<file path="config.mk">
export PLATFORM = sky130hd
export DESIGN_NAME = supply_dip_guard
export DESIGN_NICKNAME = d
export VERILOG_FILES = /design/src/rtl/sdg_pkg.sv /design/src/rtl/sdg_arm_decode.sv /design/src/rtl/sdg_dip_filter.sv /design/src/rtl/sdg_seq.sv /design/src/rtl/sdg_flags.sv /design/src/rtl/supply_dip_guard.sv
export SDC_FILE = /design/constraint.sdc
export NUM_CORES = 1
export LEC_CHECK = 0
export BUFFER_PORTS_ARGS = -buffer_cell sky130_fd_sc_hd__buf_4
export CAP_MARGIN = 20
export CORE_ASPECT_RATIO = 1.4
export CORE_MARGIN = 3
export CORE_UTILIZATION = 25
export CTS_CLUSTER_SIZE = 8
export DETAILED_ROUTE_END_ITERATION = 16
export PLACE_DENSITY = 0.55
export SLEW_MARGIN = 20
export SYNTH_ARGS = -nofsm -noshare
export SYNTH_HDL_FRONTEND = slang
export SYNTH_SLANG_ARGS = --single-unit
</file>
<file path="constraint.sdc">
create_clock -name clk -period 1.5 [get_ports clk]
set_input_delay 0.15 -clock clk [delete_from_list [all_inputs] [get_ports clk]]
set_output_delay 0.15 -clock clk [all_outputs]
set_load 0.02 [all_outputs]
</file>
<file path="src/rtl/sdg_pkg.sv">
package sdg_pkg;

  typedef enum logic [1:0] {
    ST_RUN   = 2'd0,
    ST_BROWN = 2'd1,
    ST_HOLD  = 2'd2
  } sdg_state_e;

  localparam logic [1:0] ARM_OFF  = 2'b00;
  localparam logic [1:0] ARM_SW   = 2'b01;
  localparam logic [1:0] ARM_WAKE = 2'b10;
  localparam logic [1:0] ARM_ON   = 2'b11;

  // Counter width for a count from 0 to n-1, never below 1 bit.
  function automatic int cnt_width(input int n);
    return (n < 2) ? 1 : $clog2(n);
  endfunction

  // Detection gate for an arming code, a stored arm bit and the sleep state.
  function automatic logic arm_live(input logic [1:0] cfg, input logic sw_bit,
                                    input logic asleep);
    logic res;
    unique case (cfg)
      ARM_OFF:  res = 1'b0;
      ARM_SW:   res = sw_bit;
      ARM_WAKE: res = !asleep;
      default:  res = 1'b1;
    endcase
    return res;
  endfunction

endpackage

</file>
<file path="src/rtl/sdg_arm_decode.sv">
module sdg_arm_decode
  import sdg_pkg::*;
(
  input  logic [1:0] arm_cfg,
  input  logic       sw_arm,
  input  logic       sleep_mode,
  output logic       live,
  output logic       arm_rd
);

  always_comb begin
    live   = arm_live(arm_cfg, sw_arm, sleep_mode);
    arm_rd = (arm_cfg == ARM_SW) && sw_arm;
  end

endmodule

</file>
<file path="src/rtl/sdg_dip_filter.sv">
module sdg_dip_filter
  import sdg_pkg::*;
#(
  parameter int FILT_CYC = 8
) (
  input  logic clk,
  input  logic por_n,
  input  logic count_en,
  output logic trip
);

  localparam int CW = cnt_width(FILT_CYC);
  localparam logic [CW-1:0] F_LAST = CW'(FILT_CYC - 1);

  logic [CW-1:0] dip_cnt;

  assign trip = count_en && (dip_cnt == F_LAST);

  always_ff @(posedge clk or negedge por_n) begin
    if (!por_n)                 dip_cnt <= '0;
    else if (!count_en || trip) dip_cnt <= '0;
    else                        dip_cnt <= dip_cnt + 1'b1;
  end

endmodule

</file>
<file path="src/rtl/sdg_seq.sv">
module sdg_seq
  import sdg_pkg::*;
#(
  parameter int HOLD_CYC = 32
) (
  input  logic clk,
  input  logic por_n,
  input  logic trip,
  input  logic low_supply,
  input  logic hold_en,
  output logic in_run,
  output logic in_brown,
  output logic in_hold,
  output logic hold_done
);

  localparam int HW = cnt_width(HOLD_CYC);
  localparam logic [HW-1:0] H_LAST = HW'(HOLD_CYC - 1);

  sdg_state_e    state;
  logic [HW-1:0] hold_cnt;

  assign in_run    = (state == ST_RUN);
  assign in_brown  = (state == ST_BROWN);
  assign in_hold   = (state == ST_HOLD);
  assign hold_done = in_hold && !low_supply && (hold_cnt == H_LAST);

  always_ff @(posedge clk or negedge por_n) begin
    if (!por_n) begin
      state    <= ST_RUN;
      hold_cnt <= '0;
    end else begin
      unique case (state)
        ST_RUN: begin
          hold_cnt <= '0;
          if (trip) state <= ST_BROWN;
        end
        ST_BROWN: begin
          hold_cnt <= '0;
          if (!low_supply) state <= hold_en ? ST_HOLD : ST_RUN;
        end
        ST_HOLD: begin
          if (low_supply) begin
            state    <= ST_BROWN;
            hold_cnt <= '0;
          end else if (hold_done) begin
            state    <= ST_RUN;
            hold_cnt <= '0;
          end else begin
            hold_cnt <= hold_cnt + 1'b1;
          end
        end
        default: begin
          state    <= ST_RUN;
          hold_cnt <= '0;
        end
      endcase
    end
  end

endmodule

</file>
<file path="src/rtl/sdg_flags.sv">
module sdg_flags (
  input  logic clk,
  input  logic por_n,
  input  logic ctl_we,
  input  logic ctl_arm,
  input  logic ctl_set_brn,
  input  logic ctl_set_pwr,
  input  logic trip,
  output logic sw_arm,
  output logic brn_flag,
  output logic pwr_flag
);

  always_ff @(posedge clk or negedge por_n) begin
    if (!por_n) begin
      sw_arm   <= 1'b1;
      brn_flag <= 1'b0;
      pwr_flag <= 1'b0;
    end else begin
      if (ctl_we) sw_arm <= ctl_arm;
      if (ctl_we && ctl_set_pwr) pwr_flag <= 1'b1;
      if (trip)                          brn_flag <= 1'b0;
      else if (ctl_we && ctl_set_brn)    brn_flag <= 1'b1;
    end
  end

endmodule

</file>
<file path="src/rtl/supply_dip_guard.sv">
module supply_dip_guard
  import sdg_pkg::*;
#(
  parameter int FILT_CYC = 8,
  parameter int HOLD_CYC = 32
) (
  input  logic       clk,
  input  logic       por_n,
  input  logic       low_supply,
  input  logic [1:0] arm_cfg,
  input  logic       sleep_mode,
  input  logic       hold_en,
  input  logic       ctl_we,
  input  logic       ctl_arm,
  input  logic       ctl_set_brn,
  input  logic       ctl_set_pwr,
  output logic       dev_reset,
  output logic       arm_rd,
  output logic       brn_flag,
  output logic       pwr_flag
);

  logic sw_arm;
  logic live;
  logic count_en;
  logic trip;
  logic in_run;
  logic in_brown;
  logic in_hold;
  logic hold_done;

  sdg_arm_decode u_arm (
    .arm_cfg    (arm_cfg),
    .sw_arm     (sw_arm),
    .sleep_mode (sleep_mode),
    .live       (live),
    .arm_rd     (arm_rd)
  );

  assign count_en = low_supply && live && in_run;

  sdg_dip_filter #(.FILT_CYC(FILT_CYC)) u_filt (
    .clk      (clk),
    .por_n    (por_n),
    .count_en (count_en),
    .trip     (trip)
  );

  sdg_seq #(.HOLD_CYC(HOLD_CYC)) u_seq (
    .clk        (clk),
    .por_n      (por_n),
    .trip       (trip),
    .low_supply (low_supply),
    .hold_en    (hold_en),
    .in_run     (in_run),
    .in_brown   (in_brown),
    .in_hold    (in_hold),
    .hold_done  (hold_done)
  );

  sdg_flags u_flags (
    .clk         (clk),
    .por_n       (por_n),
    .ctl_we      (ctl_we),
    .ctl_arm     (ctl_arm),
    .ctl_set_brn (ctl_set_brn),
    .ctl_set_pwr (ctl_set_pwr),
    .trip        (trip),
    .sw_arm      (sw_arm),
    .brn_flag    (brn_flag),
    .pwr_flag    (pwr_flag)
  );

  assign dev_reset = !in_run;

endmodule

</file>
==> flow_summary.json <==
{
  "grtUsageMet3_pct": 2.857,
  "yosys-mux-area-fraction_pct": 1.899,
  "netlist_top_cells_count": "12 x dfrtp_1, 7 x nor2_1, 4 x ha_1",
  "antenna_found_initial": 0,
  "fp.coreArea_um2": 2227,
  "critical_path_arrival_ns": 1.67,
  "drive_above_1_share_pct": 41.89,
  "startpoint_type": "flop",
  "use_met1_pct": 11.11,
  "cts_max_level": 1,
  "clkTransAtPathRegs_ns": 0.08,
  "grt_max_degree": 14,
  "critPathMaxStageDelay_ns": 0.40,
  "syn_avg_cell_area_um2": 11.86,
  "final.setup.worst_slack_ns": 0.03798,
  "fillers": 228,
  "start_util_pct": 26.63,
  "crit_path_top_delay_cell": "dfrtp_1",
  "synth_most_common_cell": "dfrtp_1",
  "placementRows": 20,
  "finalWeightedCongestion": 0.6913,
  "post-place-ws_ns": -0.07493,
  "async_flop_share_pct": 100.0,
  "vias": 449,
  "use_met2_pct": 14.46,
  "required_ns": 1.70,
  "yosys_warnings": 0,
  "detail-route-antenna-nets": 0,
  "setup_viol": 0,
  "path_max_fanout": 4,
  "crit_buf_inv": 0,
  "status": "finished, final reports clean",
  "cts_tree": "done",
  "cts_buffers": 3,
  "synth_seq_cells": 13,
  "grt_pass1_wl_um": 2042,
  "power_mw": 0.6279,
  "drt_drc_violations_left": 0,
  "wl_per_cell_um": 11.98,
  "die_w_um": 47.17,
  "io_pins": 15,
  "timing.critical_path.mode_cell": "ha_2",
  "maxCapViolCount": 0,
  "yosys.area.top_type": "dfrtp_1",
  "synthesis.instances": 50,
  "hold_violations": 0,
  "drv_slew": 0,
  "layout_min_cycle_time_ns": 1.462,
  "drt_first_pass_iters": 4,
  "final_nets": 90,
  "die-area_um2": 3001,
  "path_delay_family": "simple AND/OR/NAND/NOR gates",
  "irDropWorstVdd_mv": 0.4955,
  "synth-simple-area-share_pct": 21.10,
  "diodes": 0,
  "gr-total-overflow": 0,
  "synth_nets": 65,
  "fin_hold_ws_ns": 0.07287,
  "synth_fa_ha_area_share_pct": 8.439,
  "crit_chain": "ha_2 -> and3_1 -> ha_2 -> or3_4 -> nor2_2",
  "drt-initial-drc-count": 4,
  "drt_wl_total_um": 1150,
  "hold_class": "input pin to flop",
  "clk_latency_ns": 0.27,
  "port_buffers": 14,
  "slew-limit-headroom_pct": 82.82,
  "grt_pass1_vias": 504,
  "finClkSkew_ns": 0.002597,
  "fmax_mhz": 684.0,
  "cts_root_buffer": "clkbuf_4",
  "synthXorXnorAreaFrac_pct": 4.430,
  "die_y_um": 63.63,
  "synth_top_family_by_area": "simple AND/OR/NAND/NOR gates",
  "p_per_area_nw_per_um2": 775.7,
  "synth-compound-area-share_pct": 7.806,
  "clock-sinks": 13,
  "cts_buffer_depth": 2,
  "worstMarginPinSlew_ns": 0.2542,
  "p_leak_nw": 0.3988,
  "period_share_pct": 97.47,
  "viasPerCell": 4.677,
  "end_kind": "flop",
  "area_delta_synth_final_pct": 36.50,
  "placed_cells": 89,
  "busiest_layer": "met2",
  "synth_area_leaders": "dfrtp_1 51%, ha_1 8.4%, dfstp_2 4.4%",
  "syn_area_um2": 593.1,
  "critical_path_class": "flop to flop",
  "track_usage_pct": 9.244,
  "synth_edf_count": 0,
  "ys_types": 23,
  "finalNonFillerCells": 96,
  "post-route-util_pct": 36.35,
  "ys.flop_type": "dfrtp_1",
  "yosys.area.top_type_share_pct": 50.63,
  "ys_seq_area_share_pct": 55.06
}
-- sequential cells by signal, indices dropped and copies added, names as in the netlist --
register and count:
u_filt.dip_cnt 3, u_flags.brn_flag 1, u_seq.hold_cnt 5, u_seq.state 2, u_flags.pwr_flag 1, u_flags.sw_arm 1
-- final cells by class --
class                           instances  area, µm²  share of cell area [%]
Timing Repair Buffer                   20      152.6                   18.86
Tap cell                               22      27.53                   3.400
Clock buffer                            4      26.28                   3.246
Sequential cell                        13      326.6                   40.34
Multi-Input combinational cell         35      269.0                   33.23
Inverter                                2      7.507                  0.9274
-- power by group --
part           internal [mW]  switching (mW)  total (mW)
Clock                  0.103           0.107       0.210
Sequential             0.358         0.00394       0.362
Combinational         0.0306          0.0250      0.0556
Total                  0.492           0.136       0.628
-- path summary, 6_finish.rpt --
path / slack, ns / start / cells after the start / to
setup / recovery: 0.04 / u_seq.hold_cnt[1]$_DFF_PN0_ / 5 / u_seq.hold_cnt[3]$_DFF_PN0_
min in group asynchronous: 0.26 / por_n / 2 / u_filt.dip_cnt[2]$_DFF_PN0_
hold / removal: 0.07 / low_supply / 2 / u_seq.state[1]$_DFFE_PN0P_
max in group asynchronous: 1.01 / por_n / 2 / u_flags.sw_arm$_DFFE_PN1P_
setup reg to reg: 0.04 / u_seq.hold_cnt[1]$_DFF_PN0_ / 5 / u_seq.hold_cnt[3]$_DFF_PN0_
hold reg to reg: 0.46 / u_filt.dip_cnt[0]$_DFF_PN0_ / 1 / u_filt.dip_cnt[0]$_DFF_PN0_
-- cells in the final DEF, fill, tap and decap left out, types with 2 or more instances in the layout --
cell	instances
a21o_1	2
and3_1	2
buf_4	19
clkbuf_4	3
dfrtp_1	12
ha_1	2
ha_2	2
inv_1	2
nand2_1	2
nand3_1	2
nor2_1	5
nor2_2	2
nor4b_1	2
xor2_1	2
-- per-layer routing --
metal  share of wire, %  vias up
met2                 52       11
li1                   -      226
met5                  0        -
met1                 43      212
met4                  0        0
met3                5.4        0
-- logic make-up after synthesis --
kind of cell | Yosys count
flip-flops | 13
XOR/XNOR | 3
multiplexers | 1
adder cells (fa/ha/maj) | 4
AND/OR/NAND/NOR | 21
AO/OA/AOI/OAI | 6
buffers and inverters | 2
-- per-stage QoR --
stage / cell area, µm² / TNS [ns]
finish: 809.5 / 0
global route: 809.5 / -0.01631
CTS: 799.5 / 0
detailed placement: 748.2 / -0.2161
global placement: 748.2 / -0.05513
floorplan: 593.1 / 0
-- what timing repair did --
item,CTS,global route
buffers inserted,1,1
hold buffers,1,0
setup endpoints to repair,4,4
endpoints found under the hold margin,13,0
gates resized for setup,3,1
pin swaps,2,0
No activity file was read; power rests on OpenSTA's default activity.
